`config.mk`:
```
export PLATFORM = sky130hd
export DESIGN_NAME = bank_window_mapper
export DESIGN_NICKNAME = d
export VERILOG_FILES = /design/src/rtl/bank_map_pkg.sv /design/src/rtl/bank_select_reg.sv /design/src/rtl/addr_translate.sv /design/src/rtl/chip_select_decode.sv /design/src/rtl/bank_window_mapper.sv
export SDC_FILE = /design/constraint.sdc
export NUM_CORES = 1
export LEC_CHECK = 0
export CAP_MARGIN = 20
export CORE_MARGIN = 4
export CORE_UTILIZATION = 19
export DETAILED_ROUTE_END_ITERATION = 8
export PLACE_DENSITY_LB_ADDON = 0.12
export SKIP_LAST_GASP = 1
export SLEW_MARGIN = 40
export SYNTH_ARGS = -nofsm -noshare
export SYNTH_HDL_FRONTEND = slang
export SYNTH_SLANG_ARGS = --single-unit
```
`constraint.sdc`:
```
create_clock -name clk -period 1 [get_ports clk]
set_clock_uncertainty 0.1 [all_clocks]
set_input_delay 0.15 -clock clk [delete_from_list [all_inputs] [get_ports clk]]
set_output_delay 0.15 -clock clk [all_outputs]
set_load 0.02 [all_outputs]
```
`src/rtl/bank_map_pkg.sv`:
```
package bank_map_pkg;

    localparam int unsigned CPU_AW_DEF    = 16;
    localparam int unsigned BANK_W_DEF    = 2;
    localparam int unsigned DATA_W_DEF    = 8;
    localparam int unsigned IO_AW_DEF     = 8;
    localparam int unsigned COMMON_AW_DEF = 14;

    typedef enum logic {
        REGION_BANKED = 1'b0,
        REGION_COMMON = 1'b1
    } region_e;

endpackage

```
`src/rtl/bank_select_reg.sv`:
```
module bank_select_reg #(
    parameter int unsigned BANK_W    = 2,
    parameter int unsigned DATA_W    = 8,
    parameter int unsigned IO_AW     = 8,
    parameter logic [IO_AW-1:0] PORT_ADDR = '1
) (
    input  logic              clk,
    input  logic              rst_n,
    input  logic              io_wr,
    input  logic [IO_AW-1:0]  io_addr,
    input  logic [DATA_W-1:0] wr_data,
    output logic [BANK_W-1:0] bank_q
);

    typedef struct packed {
        logic [BANK_W-1:0] bank;
    } state_t;

    state_t state_d, state_q;
    logic   port_hit;
    logic   unused_hi;

    assign unused_hi = ^wr_data[DATA_W-1:BANK_W];

    always_comb begin
        port_hit = io_wr && (io_addr == PORT_ADDR);
        state_d  = state_q;
        if (port_hit) begin
            state_d.bank = wr_data[BANK_W-1:0];
        end
    end

    always_ff @(posedge clk or negedge rst_n) begin
        if (!rst_n) begin
            state_q <= '0;
        end else begin
            state_q <= state_d;
        end
    end

    assign bank_q = state_q.bank;

    AST_BANK_LOAD: assert property (@(posedge clk) disable iff (!rst_n)
        (io_wr && io_addr == PORT_ADDR) |=> (bank_q == $past(wr_data[BANK_W-1:0])));
    AST_BANK_HOLD: assert property (@(posedge clk) disable iff (!rst_n)
        !(io_wr && io_addr == PORT_ADDR) |=> $stable(bank_q));

endmodule

```
`src/rtl/addr_translate.sv`:
```
module addr_translate
    import bank_map_pkg::*;
#(
    parameter int unsigned CPU_AW    = 16,
    parameter int unsigned BANK_W    = 2,
    parameter int unsigned COMMON_AW = 14,
    localparam int unsigned PHYS_AW  = CPU_AW + BANK_W + 1,
    localparam int unsigned TAG_W    = CPU_AW - COMMON_AW
) (
    input  logic [CPU_AW-1:0]  cpu_addr,
    input  logic [BANK_W-1:0]  bank,
    output region_e            region,
    output logic [PHYS_AW-1:0] phys_addr
);

    logic [TAG_W-1:0] tag;

    always_comb begin
        tag = cpu_addr[CPU_AW-1:COMMON_AW];
        if (&tag) begin
            region    = REGION_COMMON;
            phys_addr = {1'b1, {(BANK_W + TAG_W){1'b0}}, cpu_addr[COMMON_AW-1:0]};
        end else begin
            region    = REGION_BANKED;
            phys_addr = {1'b0, bank, cpu_addr};
        end
    end

    AST_COMMON_LOW_HALF: assert final (region != REGION_COMMON
        || phys_addr[CPU_AW+BANK_W-1:COMMON_AW] == '0);

endmodule

```
`src/rtl/chip_select_decode.sv`:
```
module chip_select_decode
    import bank_map_pkg::*;
#(
    parameter int unsigned BANK_W    = 2,
    localparam int unsigned NUM_BANKS = 1 << BANK_W
) (
    input  logic                 clk,
    input  logic                 rst_n,
    input  logic                 mem_req,
    input  region_e              region,
    input  logic [BANK_W-1:0]    bank,
    output logic [NUM_BANKS-1:0] bank_cs,
    output logic                 common_cs
);

    logic banked_req;

    assign banked_req = mem_req && (region == REGION_BANKED);
    assign common_cs  = mem_req && (region == REGION_COMMON);

    for (genvar b = 0; b < NUM_BANKS; b++) begin : g_cs
        assign bank_cs[b] = banked_req && (bank == BANK_W'(b));
    end

    AST_ONE_SELECT: assert property (@(posedge clk) disable iff (!rst_n)
        mem_req |-> ($countones({bank_cs, common_cs}) == 1));
    AST_NO_SELECT: assert property (@(posedge clk) disable iff (!rst_n)
        !mem_req |-> ($countones({bank_cs, common_cs}) == 0));

endmodule

```
`src/rtl/bank_window_mapper.sv`:
```
module bank_window_mapper
    import bank_map_pkg::*;
#(
    parameter int unsigned CPU_AW    = CPU_AW_DEF,
    parameter int unsigned BANK_W    = BANK_W_DEF,
    parameter int unsigned DATA_W    = DATA_W_DEF,
    parameter int unsigned IO_AW     = IO_AW_DEF,
    parameter int unsigned COMMON_AW = COMMON_AW_DEF,
    parameter logic [IO_AW-1:0] PORT_ADDR = '1,
    localparam int unsigned PHYS_AW   = CPU_AW + BANK_W + 1,
    localparam int unsigned NUM_BANKS = 1 << BANK_W
) (
    input  logic                 clk,
    input  logic                 rst_n,
    input  logic [CPU_AW-1:0]    cpu_addr,
    input  logic [DATA_W-1:0]    wr_data,
    input  logic                 mem_req,
    input  logic                 io_wr,
    output logic [PHYS_AW-1:0]   phys_addr,
    output logic [NUM_BANKS-1:0] bank_cs,
    output logic                 common_cs
);

    logic [BANK_W-1:0] bank_q;
    region_e           region;

    bank_select_reg #(
        .BANK_W    (BANK_W),
        .DATA_W    (DATA_W),
        .IO_AW     (IO_AW),
        .PORT_ADDR (PORT_ADDR)
    ) i_bank_reg (
        .clk     (clk),
        .rst_n   (rst_n),
        .io_wr   (io_wr),
        .io_addr (cpu_addr[IO_AW-1:0]),
        .wr_data (wr_data),
        .bank_q  (bank_q)
    );

    addr_translate #(
        .CPU_AW    (CPU_AW),
        .BANK_W    (BANK_W),
        .COMMON_AW (COMMON_AW)
    ) i_xlate (
        .cpu_addr  (cpu_addr),
        .bank      (bank_q),
        .region    (region),
        .phys_addr (phys_addr)
    );

    chip_select_decode #(
        .BANK_W (BANK_W)
    ) i_cs (
        .clk       (clk),
        .rst_n     (rst_n),
        .mem_req   (mem_req),
        .region    (region),
        .bank      (bank_q),
        .bank_cs   (bank_cs),
        .common_cs (common_cs)
    );

    AST_LOW_PASS: assert property (@(posedge clk) disable iff (!rst_n)
        (mem_req && !common_cs) |-> (phys_addr[CPU_AW-1:0] == cpu_addr));
    AST_CS_MATCHES_PHYS: assert property (@(posedge clk) disable iff (!rst_n)
        (mem_req && !common_cs) |-> bank_cs[phys_addr[CPU_AW+BANK_W-1:CPU_AW]]);
    AST_COMMON_BANK_FREE: assert property (@(posedge clk) disable iff (!rst_n)
        common_cs |-> (phys_addr[PHYS_AW-1] && phys_addr[CPU_AW+BANK_W-1:CPU_AW] == '0));

endmodule

```
==> results of run 1 <==
-- cell families after synthesis --
group / synth area share, %
DFF: 17.8
and+or+nand+nor: 32.9
buffers and inverters: 41.3
muxes: 8.00
-- path summary, 6_finish.rpt --
kind	endpoint	start	slack, ps	depth (start not counted)
max reg2reg	i_bank_reg.bank_q[0]	i_bank_reg.bank_q[0]	-150	3
min reg2reg	i_bank_reg.bank_q[1]	i_bank_reg.bank_q[1]	590	2
max	bank_cs[3]	i_bank_reg.bank_q[0]	-240	2
min in group asynchronous	i_bank_reg.bank_q[1]	rst_n	510	2
min	phys_addr[11]	cpu_addr[11]	200	0
max in group asynchronous	i_bank_reg.bank_q[0]	rst_n	150	2
-- worst register-to-register path, cell delays in order, from the launching register on --
cell                      delay, ps
sky130_fd_sc_hd__dfrtp_2        430
sky130_fd_sc_hd__buf_4          150
sky130_fd_sc_hd__buf_6          100
sky130_fd_sc_hd__mux2_4         260
-- placed cells by master (no fill, tap or decap), types with 2 or more instances in the layout --
master and n:
sky130_fd_sc_hd__mux2_4 2, sky130_fd_sc_hd__dfrtp_2 2, sky130_fd_sc_hd__clkbuf_4 3, sky130_fd_sc_hd__buf_4 10
sky130_fd_sc_hd__nor2b_1 2, sky130_fd_sc_hd__buf_6 8, sky130_fd_sc_hd__nor3b_2 2, sky130_fd_sc_hd__buf_2 10
sky130_fd_sc_hd__clkdlybuf4s50_1 3, sky130_fd_sc_hd__nand2_2 2, sky130_fd_sc_hd__dlygate4sd2_1 9
-- through the flow --
stage	setup TNS, ps	cell area, µm²	total power [W]	worst slack, ps	utilization, %
2_1_floorplan	-22.2	297	0.000221	-12.9	-
6_report	-1510	601	0.000486	-239	44.5
5_1_grt	-1750	601	0.000516	-274	44.5
3_3_place_gp	-12690	563	0.000304	-878	41.7
4_1_cts	-1480	592	0.000493	-256	43.8
3_5_place_dp	-12770	563	0.000303	-897	41.7
-- final cells by class --
type,count,area (µm²),area share [%]
sequential,2,52.6,8.75
multi-input combinational,17,169,28.1
tap,15,18.8,3.13
inverter,1,3.75,0.625
timing repair buffer,41,334,55.6
clock buffer,3,22.5,3.75
-- power groups by stage --
stage | Combinational [W] | Sequential [W] | Clock, W
3_5_place_dp | 0.000211 | 0.0000927 | 0
5_1_grt | 0.000223 | 0.0000932 | 0.000200
6_report | 0.000209 | 0.0000927 | 0.000184
3_3_place_gp | 0.000211 | 0.0000927 | 0
2_1_floorplan | 0.000131 | 0.0000909 | 0
4_1_cts | 0.000205 | 0.0000922 | 0.000196
-- per-layer routing --
metal / wire (µm) / GRT usage [%] / part of all wire, %
met1: 294 / 7.85 / 30
met2: 498 / 15.7 / 51
met3: 135 / 1.95 / 14
met4: 43 / 10.2 / 4.4
met5: 0 / 0 / 0
-- repair_timing --
action                                  4_1_cts  5_1_grt
gates resized for setup                     114        7
endpoints found under the hold margin         2        0
endpoints found under the setup margin       20       12
cloned                                        0        0
hold buffers                                  1        0
setup buffers                                 1        2
pin swaps                                     6        1
==> results, run 1 <==
- The flow ran to the end, but the final reports show violations.
- The checks that failed: setup timing.
- Across the run, the number of max-cap violations was 0.
- The final count of hold timing violations is 0.
- The highest net fanout along the worst path is 6.
- After layout, the minimum clock period comes to 1240 ps.
- The instance count of the mapped netlist is 35.
- The repair_antennas step left the layout with diodes totalling 0.
- The post-synth design cell area is 282 µm².
- The maximum level of the CTS H-tree is 1.
- The area added between synthesis and finish is 113%.
- The filler cells instantiated in the layout total 163.
- For this design the static power due to leakage is 0.318 nW.
- The maximum clock rate is 0.807 GHz.
- For this run, design rule violations remaining after detail routing come to 0.
- Buffers placed on the I/O ports in this run total 33.
- For this run, the detailed router's first-pass iteration total came to 1.
- The number of antenna violations at the first check in global routing was 0.
- Measured along the x axis, the die boundary spans 46.5 µm.
- The final layout contains routed wiring with a total length of 972 µm.
- The clock latency on the worst-skew pair is 220 ps.
- The top flip-flop cell by instance count after synthesis is sky130_fd_sc_hd__dfrtp_1.
- The clock tree root buffer cell is sky130_fd_sc_hd__clkbuf_4.
- By count the netlist is led by sky130_fd_sc_hd__buf_4 (15), sky130_fd_sc_hd__nand2_1 (3).
- The cell type contributing the most total cell area after synthesis is sky130_fd_sc_hd__buf_4.
- The final cycle utilization of the critical path is 124%.
- The worst-case setup margin in the final layout is -239 ps.
- The post-layout instance count excluding filler cells is 79.
- Of the total power, combinational logic draws 42.9%.
- After synthesis the netlist holds a flip-flop and latch count of 2.
- The detail route stage leaves a number of antenna-violating nets equal to 0.
- The top cell type by area accounts for 40.0% of the synthesized area.
- In the final design database the tool counted 94 nets.
- 52 I/O pins were placed.
- In this run the tightest slew margin relative to its limit is 85.4%.
- Data arrives at the worst endpoint at 990 ps.
- The internal portion of the total power is 0.000332 W.
- The maximum vdd ir drop is 530 µV.
- The worst setup path is captured at a primary output.
- The largest net degree at the start of global routing is 7.
- Counting both buffers and inverters, the worst setup path holds a total of 1.
- Dividing the detail-routed wire length by the instance count gives 12.3 µm.
- The total overflow left after global routing is 0.
- The via count of the first global-routing pass is 317.
- The clock sink count is 2.
- The net count of the mapped netlist is 63.
- The congestion estimate from routability-driven global placement came to 0.619.
- The sequential element share of the synthesized area is 17.8%.
- The signal on the critical path passes through and4_1, buf_4.
- The core region is 0.00135 mm².
- For this configuration, the core starts out at a cell density of 20.9%.
- Global routing used 9.02% of the available tracks.
- The die is 46.5 µm tall.
- In this run, synthesis inferred 0 flip-flops with an integrated enable.
- The global-route wire length before repair is 1300 µm.
- The setup path with the least slack is of type flip-flop to primary output.
- The flip-flop count of the largest register, all copies and words added is 2.
- After legalization and detailed placement, the total HPWL measured 771 µm.
- The switching power total is 0.000153 W.
- For this block, the via count after detailed routing is 323.
- The clock passes through at most 2 buffers.
- The worst slack on hold paths is 200 ps.
- On the critical path the largest part of the delay comes from flip-flops.
- The detail-routed via count per cell is 4.09.
- Of all flip-flops after synthesis, the portion carrying an async set or reset was 100%.
- The cell count after placement is 72.
- On the worst path, the slowest cell contributes a delay of 430 ps.
- After floorplanning, the core was divided into 13 placement rows.
- Yosys mapped the design onto 14 distinct sky130hd cell types.
- The count of pins over their slew limit is 0.
- The slowest cell on the critical path is sky130_fd_sc_hd__dfrtp_2.
- The register share of total power is 19.1%.
- The number of failing setup endpoints in the final timing report is 8.
- The mean area per synthesized cell is 8.04 µm².
- The most common cell in the synthesized netlist is sky130_fd_sc_hd__buf_4.
- The fraction of power spent switching nets is 31.6%.
- For this block, the initial DRC count from the detailed router was 0.
- During synthesis, Yosys emitted a total of 0 warnings.
- The worst setup path is launched from a flip-flop.
- The TritonCTS clock tree is done.
- Setup repair after global routing could not meet its margin everywhere.
- The clock network power share is 38.0%.
- The clock-pin slew reported for the worst setup and hold paths after clock tree synthesis is 30 ps.
- The transition time at the pin with the least slew margin is 220 ps.
- The area enclosed by the die boundary is 0.00216 mm².
- In the final layout, the share of cells above drive strength 1 is 70.3%.
- The number of clock buffers added by TritonCTS is 3.
- For the worst setup path, the data required time is 750 ps.
- After synthesis, the cell types taking the most area are sky130_fd_sc_hd__buf_4 (40%), sky130_fd_sc_hd__dfrtp_1 (18%), sky130_fd_sc_hd__mux2_1 (8.0%).
- The path class of the lowest-slack min-delay path is primary input to primary output.
- Power spread over the standard cell area amounts to 809 mW/mm².
No activity file was read; power rests on OpenSTA's default activity.
==> inputs of run 2 (changes only) <==
--- a/config.mk
+++ b/config.mk
@@ -6,9 +6,13 @@
 export NUM_CORES = 1
 export LEC_CHECK = 0
 export CAP_MARGIN = 20
+export CELL_PAD_IN_SITES_DETAIL_PLACEMENT = 2
+export CELL_PAD_IN_SITES_GLOBAL_PLACEMENT = 2
+export CORE_ASPECT_RATIO = 1.5
 export CORE_MARGIN = 4
-export CORE_UTILIZATION = 19
+export CORE_UTILIZATION = 10
 export DETAILED_ROUTE_END_ITERATION = 8
+export HOLD_SLACK_MARGIN = 0.02
 export PLACE_DENSITY_LB_ADDON = 0.12
 export SKIP_LAST_GASP = 1
 export SLEW_MARGIN = 40
==> run 2 against run 1 <==
  * The flow still finishes with violations (setup timing)
  * Register-to-register slack lost 20 ps
  * Largest cell class unchanged
  * Combinational power grew 2%
  * Fmax grew 1.1%
  * Critical path type unchanged
  * Clock power grew 71%
  * Hold slack is essentially flat
  * Design area grew 10%
  * Clock-buffer cell count is the same
  * Setup slack gained 14 ps
  * Utilization shrank 20 points
  * Cell count grew 28%
==> results, run 2 (synthesized netlist as in run 1, its figures left out) <==
- Run status: finished with violations (unchanged).
- Violations in the final reports: setup timing (unchanged).
- The number of clock buffers inserted by TritonCTS is 3 (unchanged).
- The clock-pin slew reported for the worst setup and hold paths after clock tree synthesis came to 30 ps (about the same).
- The maximum buffer depth of the clock tree is 2 (unchanged).
- The post-layout instance count excluding filler cells was 101 (was 79).
- The startpoint of the worst setup timing path is i_bank_reg.bank_q[0] (unchanged).
- The launch instance of the worst min-delay path is cpu_addr[8] (was cpu_addr[11]).
- The register share of total power is 15.1% (was 19.1%).
- The total number of vias came to 352 (was 323).
- The die span in y is 73.0 µm (was 46.5 µm).
- Setup repair after global routing missed its margin: true (unchanged).
- The maximum clock rate is 0.816 GHz (was 0.807 GHz).
- The data arrival at the endpoint of the critical path is 980 ps (was 990 ps).
- The final net count came to 94 (unchanged).
- The kind of critical path is flip-flop to primary output (unchanged).
- Series of cell instances along the critical path: and4_1, buf_6 (was and4_1, buf_4).
- The startpoint of the worst register-to-register path is i_bank_reg.bank_q[1] (was i_bank_reg.bank_q[0]).
- The clock tree root buffer cell is sky130_fd_sc_hd__clkbuf_8 (was sky130_fd_sc_hd__clkbuf_4).
- The starting density of the core is 10.5% (was 20.9%).
- The via count of the first global-routing pass is 395 (was 317).
- The part of the power in combinational logic came to 34.3% (was 42.9%).
- The final period demand of the worst path was 1230 ps (was 1240 ps).
- The number of antenna violations at the first check in global routing came to 0 (unchanged).
- The number of failing setup endpoints in the final timing report was 8 (unchanged).
- The count of buffering cells on the critical path with inverters included is 1 (unchanged).
- The count of pins over their slew limit was 0 (unchanged).
- The slowest cell on the critical path is sky130_fd_sc_hd__dfrtp_2 (unchanged).
- The transition time at the pin with the least slew margin is 216 ps (was 220 ps).
- The cell count after placement is 94 (was 72).
- The final cycle utilization of the critical path is 123% (was 124%).
- The routed wire length per instance came to 11.8 µm (was 12.3 µm).
- The count of TritonRoute iterations in the first routing pass came to 2 (was 1).
- The final RePlAce weighted congestion is 0.546 (was 0.619).
- The number of buffer cells added on primary ports came to 33 (unchanged).
- The remaining design rule violation count is 0 (unchanged).
- The width of the die is 51.3 µm (was 46.5 µm).
- The clock sink count is 2 (unchanged).
- The overall global routing resource usage is 6.83% (was 9.02%).
- The kind of end point of the critical path is a primary output (unchanged).
- The area enclosed by the die boundary is 0.00375 mm² (was 0.00216 mm²).
- The DRC marker count from the first detailed-route iteration is 3 (was 0).
- The relative max-transition margin is 85.7% (was 85.4%).
- The maximum vdd ir drop came to 324 µV (was 530 µV).
- The switching power total was 0.000166 W (was 0.000153 W).
- The HPWL after detailed placement came to 958 µm (was 771 µm).
- The placeable core region was 0.00268 mm² (was 0.00135 mm²).
- The maximum level of the CTS H-tree is 1 (unchanged).
- The global-route wire length before repair is 1840 µm (was 1300 µm).
- The maximum single-stage delay on the critical path is 440 ps (was 430 ps).
- The share of layout cells above drive strength 1 is 65.6% (was 70.3%).
- The flip-flop count of the largest register, all copies and words added is 2 (unchanged).
- The area added between synthesis and finish is 136% (was 113%).
- The worst-case setup margin in the final layout came to -226 ps (was -239 ps).
- The number of antenna repair diodes is 0 (unchanged).
- The highest net fanout along the worst path is 6 (unchanged).
- The worst slack on hold paths is 200 ps (about the same).
- The cell row count is 23 (was 13).
- The library cell used most frequently in the layout, excluding fill and tap cells, is sky130_fd_sc_hd__dlygate4sd2_1.
- The I/O pin count is 52 (unchanged).
- The remaining antenna violation count is 0 (unchanged).
- The TritonCTS clock tree is done (unchanged).
- The total length of routed wires is 1190 µm (was 972 µm).
- The clock latency on the worst-skew pair is 210 ps (was 220 ps).
- The sum of overflow across all layers after global routing is 0 (unchanged).
- The fraction of power spent switching nets is 26.7% (was 31.6%).
- Most frequent cells in the layout: sky130_fd_sc_hd__dlygate4sd2_1 (12), sky130_fd_sc_hd__buf_4 (9), sky130_fd_sc_hd__buf_6 (8) (was sky130_fd_sc_hd__buf_2 (10), sky130_fd_sc_hd__buf_4 (10), sky130_fd_sc_hd__dlygate4sd2_1 (9)).
- The path class of the lowest-slack min-delay path is primary input to primary output (unchanged).
- The clock network power share came to 50.6% (was 38.0%).
- The power density normalized to cell area is 937 mW/mm² (was 809 mW/mm²).
- The final count of hold timing violations is 0 (unchanged).
- The family with the most delay on the worst path is flip-flops (unchanged).
- The required time of the worst setup path is 750 ps (about the same).
- The largest net degree at the start of global routing is 7 (unchanged).
- The static leakage is 0.327 nW (was 0.318 nW).
- The design internal power is 0.000455 W (was 0.000332 W).
- The detail-routed via count per cell came to 3.49 (was 4.09).
- The startpoint type of the worst setup path is a flip-flop (unchanged).
- The number of maximum-capacitance violations is 0 (unchanged).
-- run 2: changes by cell type in the layout (fill, tap and decap cells not counted), sizes merged --
cell	before	now
clkdlybuf4s15	0	1
buf	28	24
dlygate4sd2	9	12
-- run 2: final cells by class --
class	count	area, µm²
inverters	1	3.75
multi-input cells	17	171
well taps	37	46.3
clock buffers	3	41.3
fillers	317	2010
flip-flops and latches	2	52.6
repair buffers	41	348
-- run 2: metal layers --
layer  GRT usage (%)  up-vias  share of wire (%)
li1                -      159                  -
met1            5.33      159                 33
met2            12.5       34                 52
met3            3.89        0                 15
met4            4.37        0                  0
met5               0        -                  0
-- run 2: through the flow --
stage	total power (W)	TNS [ps]	cell area, µm²	worst slack, ps	utilization, %
finish	0.000621	-1470	663	-226	24.8
global route	0.000671	-1790	663	-284	24.8
CTS	0.000624	-1450	641	-229	23.9
detailed placement	0.000309	-13050	591	-880	22.1
global placement	0.000309	-13120	591	-871	22.1
floorplan	0.000221	-22.2	297	-12.9	-
-- run 2: final timing paths --
path | slack (ps) | depth (start not counted) | to
worst max-delay path | -230 | 2 | bank_cs[3]
worst min-delay path | 200 | 0 | phys_addr[8]
worst max register to register | -170 | 3 | i_bank_reg.bank_q[1]
worst min register to register | 610 | 2 | i_bank_reg.bank_q[0]
max in group asynchronous | 110 | 2 | i_bank_reg.bank_q[0]
min in group asynchronous | 550 | 2 | i_bank_reg.bank_q[1]
-- run 2: power groups by stage --
stage	registers [W]	clock network (W)	logic, W
2_1_floorplan	0.0000909	0	0.000131
3_3_place_gp	0.0000936	0	0.000216
3_5_place_dp	0.0000940	0	0.000215
4_1_cts	0.0000937	0.000323	0.000207
5_1_grt	0.0000948	0.000347	0.000229
6_report	0.0000938	0.000314	0.000213
-- run 2: worst reg2reg max path, cell delays in order, from the launching register on --
cell and delay (ps):
sky130_fd_sc_hd__dfrtp_2 430, sky130_fd_sc_hd__buf_4 150, sky130_fd_sc_hd__buf_6 100, sky130_fd_sc_hd__mux2_4 260
-- run 2: repair_timing --
action                                 4_1_cts  5_1_grt
hold buffers                                 1        0
cloned                                       0        0
endpoints found under the hold margin        2        0
setup buffers                                2        1
resized for setup                          105        7
pin swaps                                    8        1
setup endpoints to repair                   20       13
